### config.mk
export PLATFORM = sky130hd
export DESIGN_NAME = sup_reset_wdog
export DESIGN_NICKNAME = d
export VERILOG_FILES = /design/src/rtl/sup_reset_wdog.sv
export SDC_FILE = /design/constraint.sdc
export NUM_CORES = 1
export LEC_CHECK = 0
export ABC_AREA = 1
export CAP_MARGIN = 30
export CORE_AREA = 2 2 58 60
export DETAILED_ROUTE_END_ITERATION = 8
export DIE_AREA = 0 0 60 62
export PLACE_DENSITY = 0.7
export SLEW_MARGIN = 20
export SYNTH_ARGS = -nofsm -noshare
export SYNTH_HDL_FRONTEND = slang
export SYNTH_SLANG_ARGS = --single-unit
### constraint.sdc
create_clock -name clk -period 1.6 [get_ports clk]
set_input_delay 0.32 -clock clk [delete_from_list [all_inputs] [get_ports clk]]
set_output_delay 0.32 -clock clk [all_outputs]
set_load 0.02 [all_outputs]
### src/rtl/sup_reset_wdog.sv
module sup_reset_wdog #(
  parameter int HOLD_TICKS = 200,
  parameter int SEL0_TICKS = 1400,
  parameter int SEL1_TICKS = 600,
  parameter int SEL2_TICKS = 200
) (
  input  logic       clk,
  input  logic       ms_tick,
  input  logic       pwr_good,
  input  logic       cs_kick_n,
  input  logic       wd_en,
  input  logic [1:0] wd_sel,
  output logic       sys_rst_n,
  output logic       rst_by_wdog
);

  localparam int MAXT = (SEL0_TICKS > SEL1_TICKS) ?
                        ((SEL0_TICKS > SEL2_TICKS) ? SEL0_TICKS : SEL2_TICKS) :
                        ((SEL1_TICKS > SEL2_TICKS) ? SEL1_TICKS : SEL2_TICKS);
  localparam int CW = $clog2(MAXT + 1);
  localparam int HW = $clog2(HOLD_TICKS + 1);

  logic [1:0]    pg_sync;
  logic [2:0]    cs_sync;
  logic          pg_ok, kick, wd_active, in_rst, cause;
  logic [HW-1:0] hold_cnt;
  logic [CW-1:0] wd_cnt, wd_limit;

  always_ff @(posedge clk or negedge pwr_good)
    if (!pwr_good) pg_sync <= '0;
    else           pg_sync <= {pg_sync[0], 1'b1};

  always_ff @(posedge clk or negedge pwr_good)
    if (!pwr_good) cs_sync <= '0;
    else           cs_sync <= {cs_sync[1:0], cs_kick_n};

  assign pg_ok     = pg_sync[1];
  assign kick      = cs_sync[2] & ~cs_sync[1];
  assign wd_active = wd_en && (wd_sel != 2'b11);

  always_comb
    case (wd_sel)
      2'b01:   wd_limit = CW'(SEL1_TICKS);
      2'b10:   wd_limit = CW'(SEL2_TICKS);
      default: wd_limit = CW'(SEL0_TICKS);
    endcase

  always_ff @(posedge clk or negedge pwr_good)
    if (!pwr_good) begin
      in_rst   <= 1'b1;
      hold_cnt <= '0;
      wd_cnt   <= '0;
      cause    <= 1'b0;
    end else if (!pg_ok) begin
      in_rst   <= 1'b1;
      hold_cnt <= '0;
      wd_cnt   <= '0;
      cause    <= 1'b0;
    end else if (in_rst) begin
      wd_cnt <= '0;
      if (ms_tick) begin
        if (hold_cnt == HW'(HOLD_TICKS - 1)) begin
          in_rst   <= 1'b0;
          hold_cnt <= '0;
        end else begin
          hold_cnt <= hold_cnt + 1'b1;
        end
      end
    end else if (!wd_active || kick) begin
      wd_cnt <= '0;
    end else if (ms_tick) begin
      if (wd_cnt >= wd_limit - 1'b1) begin
        in_rst <= 1'b1;
        cause  <= 1'b1;
        wd_cnt <= '0;
      end else begin
        wd_cnt <= wd_cnt + 1'b1;
      end
    end

  assign sys_rst_n   = ~in_rst;
  assign rst_by_wdog = cause;

  p_pg_low_holds_rst_r1: assert property (@(posedge clk) disable iff (!pwr_good)
    !pg_ok |-> in_rst && !cause);

  p_hold_in_range_r2: assert property (@(posedge clk) disable iff (!pwr_good)
    hold_cnt < HW'(HOLD_TICKS));

  p_hold_waits_tick_r3: assert property (@(posedge clk) disable iff (!pwr_good)
    (in_rst && pg_ok && !ms_tick) |=> (in_rst && $stable(hold_cnt)));

  p_kick_clears_r4: assert property (@(posedge clk) disable iff (!pwr_good)
    (kick && !in_rst && pg_ok) |=> (wd_cnt == '0));

  p_no_trip_when_off_r8: assert property (@(posedge clk) disable iff (!pwr_good)
    (!wd_active && !in_rst && pg_ok) |=> !in_rst);

  p_release_from_zero_r9: assert property (@(posedge clk) disable iff (!pwr_good)
    $rose(sys_rst_n) |-> (wd_cnt == '0));

  p_cause_with_rst_r10: assert property (@(posedge clk) disable iff (!pwr_good)
    $rose(cause) |-> in_rst);

endmodule

Word level (Yosys, flattened, before mapping)
Index checks and enable logic that the tools add are counted.
Widths: inputs -> output; s select.
{"block": "word_totals", "in_bits": 7, "reg_bits": 26, "word_cells": 50}
{"block": "op_classes", "reduce_logical": 5, "muxes": 22, "n_addsub": 3, "n_bitwise": 3, "magnitude_cmp": 1, "eq_ne": 10}
{"operator": "$mux 11", "n": 5}
{"operator": "$mux 8", "n": 4}
{"operator": "$pmux 11 s2", "n": 1}
{"operator": "$mux 1", "n": 12}
{"operator": "$add 11x1->11 const B", "n": 1}
{"operator": "$ge 11x11->1", "n": 1}
{"operator": "$sub 11x1->11 const B", "n": 1}
{"operator": "$add 8x1->8 const B", "n": 1}
{"operator": "$eq 8x8->1 const B", "n": 1}
{"operator": "$ne 2x2->1 const B", "n": 4}
{"operator": "$ne 2x1->1 const B", "n": 2}
{"operator": "$ne 4x2->1 const B", "n": 1}
{"operator": "$reduce_and 4->1", "n": 1}
{"operator": "$eq 2x1->1 const B", "n": 1}
{"operator": "$eq 2x2->1 const B", "n": 1}
{"operator": "$not 1->1", "n": 2}
{"operator": "$reduce_and 2->1", "n": 1}
{"operator": "$and 1x1->1", "n": 1}
{"operator": "$logic_and 1x1->1", "n": 1}
{"operator": "$logic_not 1->1", "n": 1}
{"operator": "$logic_or 1x1->1", "n": 1}

Longest topological paths before layout
Gate-level depths: netlist (run 1).
{"block": "depth", "word_depth": 9, "ltp_mapped": 13, "ltp_nobuf": 13}

Worst setup path after synthesis (run 1)
Ideal clock, no wire load.
{"block": "synth_path", "path_kind": "in2reg", "start": "input wd_sel[0]", "end": "register wd_cnt[10]", "stages": 10, "setup_slack_ns": -0.108, "setup_time_ns": 0.071, "n_path_buf": 0, "required_ns": 1.529, "arrival_ns": 1.636, "path_cell_list": "inv_1 -> ha_1 -> inv_1 -> ha_1 -> a21o_1 -> nor2_1 -> nand3_1 -> nand2_1 -> inv_1 -> nor2_1"}
{"block": "synth_between", "elab_chain_cells": 9, "word_cells_on_any_way": 15, "classes_between": "add/sub: 1; order compare: 1; eq/ne: 4; mux: 6; reduce/logical: 3"}
{"item": "from (decl)", "line_no": "12", "rtl": "input logic [1:0] wd_sel,"}
{"item": "$eq 2x2->1 / $eq 2x1->1 (equally long branches)", "line_no": "42", "rtl": "case (wd_sel)"}
{"item": "$pmux 11 s2", "line_no": "42"}
{"item": "$sub 11x1->11", "line_no": "72", "rtl": "if (wd_cnt >= wd_limit - 1'b1) begin"}
{"item": "$ge 11x11->1", "line_no": "72"}
{"item": "$mux 11", "line_no": "72"}
{"item": "$mux 11", "line_no": "71", "rtl": "end else if (ms_tick) begin"}
{"item": "$mux 11", "line_no": "69", "rtl": "end else if (!wd_active || kick) begin"}
{"item": "$mux 11", "line_no": "59", "rtl": "end else if (in_rst) begin"}
{"item": "$mux 11", "line_no": "54", "rtl": "end else if (!pg_ok) begin"}
{"item": "to (signal assigned)", "line_no": "77", "rtl": "wd_cnt <= wd_cnt + 1'b1;"}
{"item": "to (decl)", "line_no": "27", "rtl": "logic [CW-1:0] wd_cnt, wd_limit;"}
Parallel ways exist; a longest one is shown, timed or not. The select of a mux whose other input is x is not followed.
A chain may end at the register's enable or synchronous reset.

Worst setup path after layout (run 1)
{"block": "layout_path", "start": "register wd_cnt[10]", "end": "register wd_cnt[5]"}
{"block": "layout_between", "elab_chain_cells": 6}
{"item": "$ge 11x11->1", "line_no": "72"}
{"item": "$mux 11", "line_no": "72"}
{"item": "$mux 11", "line_no": "71"}
{"item": "$mux 11", "line_no": "69"}
{"item": "$mux 11", "line_no": "59"}
{"item": "$mux 11", "line_no": "54"}
No other way between the ends. The select of a mux whose other input is x is not followed.

==> results.toml, run 1 <==
[status]
run_status = "completed"

[pwr]
worst_supply_voltage_drop_on_vdd_mv = 0.381
p_per_area_mw_per_mm2 = 647
cellLeakagePower_nw = 0.913
total_power_mw = 1.27

[clock_network]
clock_tree_from_tritoncts = "yes"
cts_root_buf = "clkbuf_4"
cts_max_path_buffers = 2
worst_skew_pair.late_latency_ns = 0.33
number_of_cts_inserted_buffers = 3
cts.sinks = 26
cts.clk_slew.worst_paths_ns = 0.15
clock_tree.htree_level_count = 1

[critical_path]
critical_path_required_ns = 1.82
critical_path.max_fanout = 4
crit_path_start_kind = "flip-flop"
setup.worst_path.end_class = "flip-flop"
timing_worst_setup_path_type = "reg2reg"
cp_data_arrival_time_ns = 1.74

[final_layout]
stdcell_count = 261
drive_above_1_share_pct = 26.0
antenna_cells_inserted = 0
areaGrowthSynthToFinish_pct = 25.4
final_nets = 235
finalCoreUtilization_pct = 61.6

[grt]
grt_start_max_net_pins = 27
global_route.overflow_total = 0
groute.usage.overall_pct = 19.0
grt_pass1_wl_um = 5260
grt_antenna_before_repair = 0
grt_pass1_vias = 1219

[timing]
maxSlewViolCount = 0
finalCriticalPeriod_ns = 1.52
fin_worst_skew_ns = 0.00882
finalCritPeriodShare_pct = 95.0
finalSetupViolations = 0
hold_viol = 0
totalNegativeSetupSlack_ns = 0
hold_slack_ns = 0.336
clock.fmax_ghz = 0.658

[yosys]
yosysSeqAreaShare_pct = 41.8
syn_area_sq_mm = 0.00156
post_synth.cell_area_avg_sq_um = 8.34
synthDominantCellAreaShare_pct = 40.1
synth.net_count = 206
synth_seq_cells = 26
yosys.area.top_type = "dfrtp_1"
synthTopCellsByArea = "dfrtp_1, ha_1, nand2_1"
synth_cell_types = 29
synthesis.yosys.warnings = 0
synthCells = 187

[route]
route.final.wire_length_um = 3270
drt_drc_violations_left = 0
ant_nets = 0
routed_wire_length_per_instance_um = 12.5
drt_pre_antenna_iters = 4
detail_route.iter0.violations = 50
post_drt_via_cell_ratio = 4.97
vias = 1298

[floorplanning]
floorplan.die.height_um = 62
ios = 9
core.rowCount = 21
die_area_sq_mm = 0.00372
initial_core_util_pct = 49.1
core_region_area_sq_mm = 0.00318
die_width_um = 60

[placement]
post-place-cells = 253
finalWeightedCongestion = 0.856
hpwlAfterDp_um = 2440
numPortBuffers = 8

[run]
timing.max_cap.violations = 0

[min_path]
min_path_type = "in2async"
## cells by family after synthesis
family | Yosys count | synth area share (%)
multiplexers | 1 | 0.642
buffers and inverters | 31 | 7.62
AND/OR/NAND/NOR | 86 | 26.5
other | 1 | 0.240
flip-flops | 26 | 41.8
AO/OA/AOI/OAI | 21 | 8.50
XOR/XNOR | 9 | 5.05
adder cells (fa/ha/maj) | 12 | 9.62
## layout by cell type (no fill, tap or decap), types with 4 or more instances in the layout
cell type        Yosys  final
nand4_1              4      4
xor2_1               9      9
nand2_2              1      4
nand3_1             13     12
buf_4                0     17
a21oi_1              7      6
nor2_2               1      4
ha_1                12      8
clkdlybuf4s50_1      0      4
nor2_1              24     20
nand2_1             37     34
ha_4                 0      4
dfrtp_1             25     22
inv_1               28     25
o21ai_1              3      5
## critical path, cell delays in order, from the launching register on
cell,delay [ns]
dfrtp_2,0.48
ha_4,0.28
nand2_2,0.05
nor2_2,0.07
nand2_1,0.06
nor2_2,0.09
nand2_2,0.10
buf_4,0.14
nand4_1,0.07
a21oi_1,0.07
## repair_timing
action / in CTS / in global routing
pin swaps: 2 / 5
setup buffers: 1 / 3
hold buffers: 0 / 0
setup endpoints to repair: 15 / 14
endpoints found under the hold margin: 0 / 0
gates resized for setup: 14 / 13
## worst paths after layout
kind                                         from               endpoint  slack [ns]  cells after the start
min                                      pwr_good   cs_sync[0]$_DFF_PN0_        0.34                      2
max                        wd_cnt[10]$_DFFE_PN0P_  wd_cnt[5]$_DFFE_PN0P_        0.08                      9
min in group clk             cs_sync[0]$_DFF_PN0_   cs_sync[1]$_DFF_PN0_        0.37                      0
max in group asynchronous                pwr_good       in_rst$_DFF_PN1_        0.97                      2
min reg2reg                  cs_sync[0]$_DFF_PN0_   cs_sync[1]$_DFF_PN0_        0.37                      0
max reg2reg                wd_cnt[10]$_DFFE_PN0P_  wd_cnt[5]$_DFFE_PN0P_        0.08                      9
## cell type report
class	instances	area [sq um]
clock buffer	3	22.5
clock inverter	1	30.0
fill	265	1220
inverter	31	134
multi-input combinational	130	871
sequential	26	656
tap	46	57.6
timing repair buffer	24	186
## layer usage
| layer | global-route usage (%) | vias to the layer above | wire length [um] | part of all wire, % |
|---|---|---|---|---|
| li1 | - | 653 | - | - |
| met5 | 0 | - | 0 | 0 |
| met2 | 28.7 | 38 | 1510 | 46 |
| met4 | 9.21 | 0 | 75 | 2.3 |
| met1 | 27.3 | 599 | 1560 | 48 |
| met3 | 1.86 | 8 | 127 | 3.9 |
## registers in the layout, indices dropped and copies added (netlist names)
| register | flops |
|---|---|
| cs_sync | 3 |
| hold_cnt | 8 |
| in_rst | 1 |
| pg_sync | 2 |
| rst_by_wdog | 1 |
| wd_cnt | 11 |
## metrics by stage
stage	setup WS, ns	cell area (sq um)
global placement	-0.784	1860
detailed placement	-0.847	1860
CTS	0.00456	1920
floorplan	-0.00362	1630
global route	-0.0175	1960
finish	0.0804	1960
## cell usage after synthesis
cell and n:
dfstp_2 1, nand4_2 1, nand2_1 37, a211oi_2 1, dfrtp_1 25, xor2_1 9, a21oi_4 1, inv_2 2
nand4_4 1, nor3_4 1, nor2_2 1, a31oi_1 1, nand4_1 4, nand2_2 1, inv_4 1, nor2_1 24
mux2i_1 1, nand3_1 13, o22ai_1 1, o21ai_0 5, a21o_1 1, inv_1 28, nor2_4 2, o41ai_1 1
a21oi_1 7, o21ai_1 3, ha_1 12, conb_1 1, nor3_2 1
## power breakdown
part           switching (mW)  leakage [nW]  total [mW]  internal [mW]
Sequential            0.00706         0.342       0.676          0.668
Combinational          0.0737         0.543       0.130         0.0568
Clock                   0.206        0.0279       0.460          0.254
Total                   0.287         0.913        1.27          0.979
No activity file was read; power rests on OpenSTA's default activity.
==> run 2: changes to the inputs <==
--- a/config.mk
+++ b/config.mk
@@ -6,7 +6,7 @@
 export NUM_CORES = 1
 export LEC_CHECK = 0
 export ABC_AREA = 1
-export CAP_MARGIN = 30
+export CAP_MARGIN = 15
 export CORE_AREA = 2 2 58 60
 export DETAILED_ROUTE_END_ITERATION = 8
 export DIE_AREA = 0 0 60 62
@@ -15,3 +15,4 @@
 export SYNTH_ARGS = -nofsm -noshare
 export SYNTH_HDL_FRONTEND = slang
 export SYNTH_SLANG_ARGS = --single-unit
+export TNS_END_PERCENT = 30
==> constraint.sdc (replaced) <==
create_clock -name clk -period 1.86 [get_ports clk]
set_input_delay 0.372 -clock clk [delete_from_list [all_inputs] [get_ports clk]]
set_output_delay 0.372 -clock clk [all_outputs]
set_load 0.02 [all_outputs]
==> run 2 against run 1 <==
Compared with the run above: die area is the same; first-iteration DRC count shrank 34%; global-route usage shrank 1.1 points; via count shrank 5.4%; combinational power shrank 30%; critical endpoint is now wd_cnt[10]$_DFFE_PN0P_; highest routed layer unchanged.
==> results.toml, run 2 (synthesis results as in run 1) <==
[status]
run_status = "completed"

[critical_path]
crit_path_start_kind = "primary input"
setup.worst_path.end_class = "flip-flop"
timing.critical_path.cells = "clkdlybuf4s15_1 > inv_2 > ha_4 > inv_2 > ha_1 > nand2_1 > nor2_1 > nand2_1 > nor2_2 > nand2_2 > nand3_2 > nand2_1 > inv_2 > nor2_1"
cpMaxStageDelayCell = "ha_1"
cp_data_arrival_time_ns = 1.95
timing.critical_path.depth = 14
critical_path.max_fanout = 5
worst_r2r_path_cells = 10
worst-path-buf-inv = 4
timing.critical_path.slowest_cell_delay_ns = 0.28
timing_worst_setup_path_type = "in2reg"
critical_path_required_ns = 2.08
top_family_by_delay_on_critical_path = "simple AND/OR/NAND/NOR gates"

[final_layout]
final_design_area_no_fill_sq_mm = 0.00182
final_nets = 224
finalCoreUtilization_pct = 57.3
most_flops_register = "wd_cnt"
largest_register_ff_count = 11
antenna_cells_inserted = 0
layout.cells.most_common = "nand2_1"
layout_top_registers = "wd_cnt x11, hold_cnt x8, cs_sync x3"
layout_common_cells = "nand2_1, inv_1, dfrtp_1"
areaGrowthSynthToFinish_pct = 16.7
drive_above_1_share_pct = 15.7

[route]
ant_nets = 0
routed_wire_length_per_instance_um = 11.5
drt_drc_violations_left = 0
detail_route.iter0.violations = 33
route.final.wire_length_um = 2880
post_drt_via_cell_ratio = 4.91
vias = 1228
drt_pre_antenna_iters = 4

[grt]
grt_pass1_wl_um = 5000
grt_pass1_vias = 1170
global_route.overflow_total = 0
groute.usage.overall_pct = 17.8
grt_start_max_net_pins = 27
grt_antenna_before_repair = 0

[timing]
unrepaired_setup_endpoints_after_global_routing = "false"
finalCritPeriodShare_pct = 92.9
maxSlewViolCount = 0
clock.fmax_ghz = 0.579
finalCriticalPeriod_ns = 1.73
fin_worst_skew_ns = 0.0108
hold_viol = 0
finalSetupViolations = 0
finalWorstSetupSlack_ns = 0.132

[floorplanning]
ios = 9
core.rowCount = 21
core_region_area_sq_mm = 0.00318
die_area_sq_mm = 0.00372
initial_core_util_pct = 49.1
floorplan.die.height_um = 62
die_width_um = 60

[clock_network]
number_of_cts_inserted_buffers = 3
cts_root_buf = "clkbuf_4"
cts.sinks = 26
clock_tree_from_tritoncts = "yes"
clock_tree.htree_level_count = 1
cts-hold-fix-buffers = 0
cts.clk_slew.worst_paths_ns = 0.14
worst_skew_pair.late_latency_ns = 0.32
cts_max_path_buffers = 2

[pwr]
p_per_area_mw_per_mm2 = 579
total_power_mw = 1.05
cellLeakagePower_nw = 0.862
worst_supply_voltage_drop_on_vdd_mv = 0.521

[placement]
dpl_cell_area_sq_mm = 0.00174
hpwlAfterDp_um = 2260
finalWeightedCongestion = 0.846
numPortBuffers = 8
post-place-ws_ns = -0.586

[run]
timing.max_cap.violations = 0

[min_path]
min_path_type = "reg2reg"
hold_depth = 0
[run 2: changes by cell type in the layout (fill, tap and decap cells not counted), sizes merged]
cell | previous run | this run
buf | 18 | 5
clkdlybuf4s15 | 0 | 1
clkdlybuf4s50 | 4 | 5
[run 2: timing repair]
action	in CTS	in global routing
gates resized for setup	9	8
endpoints found under the setup margin	14	9
buffers inserted	0	0
hold endpoints to repair	0	0
pin swaps	2	4
[run 2: per-layer routing]
layer	part of all wire [%]	GRT usage, %	vias to the layer above
met3	2.6	3.11	2
met1	49	24.0	578
met5	0	0	-
li1	-	-	636
met4	0.83	6.03	0
met2	47	29.2	12
[run 2: path summary, 6_finish.rpt]
check / slack [ns] / startpoint / end
setup reg to reg: 0.25 / wd_cnt[9]$_DFFE_PN0P_ / wd_cnt[10]$_DFFE_PN0P_
max in group asynchronous: 1.17 / pwr_good / in_rst$_DFF_PN1_
setup / recovery: 0.13 / wd_sel[0] / wd_cnt[10]$_DFFE_PN0P_
min in group asynchronous: 0.39 / pwr_good / cs_sync[0]$_DFF_PN0_
hold / removal: 0.37 / pg_sync[0]$_DFF_PN0_ / pg_sync[1]$_DFF_PN0_
hold reg to reg: 0.37 / pg_sync[0]$_DFF_PN0_ / pg_sync[1]$_DFF_PN0_
[run 2: power by group]
| part | internal (mW) | total [mW] | switching, mW |
|---|---|---|---|
| sequential | 0.575 | 0.582 | 0.00746 |
| clock | 0.218 | 0.381 | 0.163 |
| combinational | 0.0374 | 0.0909 | 0.0535 |
[run 2: cell type report]
| type | count | area (sq um) |
|---|---|---|
| repair buffers | 13 | 111 |
| clock inverters | 1 | 30.0 |
| multi-input cells | 130 | 828 |
| clock buffers | 3 | 22.5 |
| inverters | 31 | 119 |
| flip-flops and latches | 26 | 652 |
| well taps | 46 | 57.6 |
| fillers | 295 | 1360 |
[run 2: stage by stage]
step                hold slack [ns]  setup TNS, ns  cells
floorplan                    0.0764              0    187
global route                  0.378              0    250
global placement              0.331          -6.06    246
detailed placement            0.337          -6.93    246
CTS                           0.371              0    250
finish                        0.366              0    250
==> run 3: changes to the inputs <==
--- a/config.mk
+++ b/config.mk
@@ -15,4 +15,3 @@
 export SYNTH_ARGS = -nofsm -noshare
 export SYNTH_HDL_FRONTEND = slang
 export SYNTH_SLANG_ARGS = --single-unit
-export TNS_END_PERCENT = 30
==> results of run 3 <==
The final DEF is identical to that of run 2; final timing and power are the same.
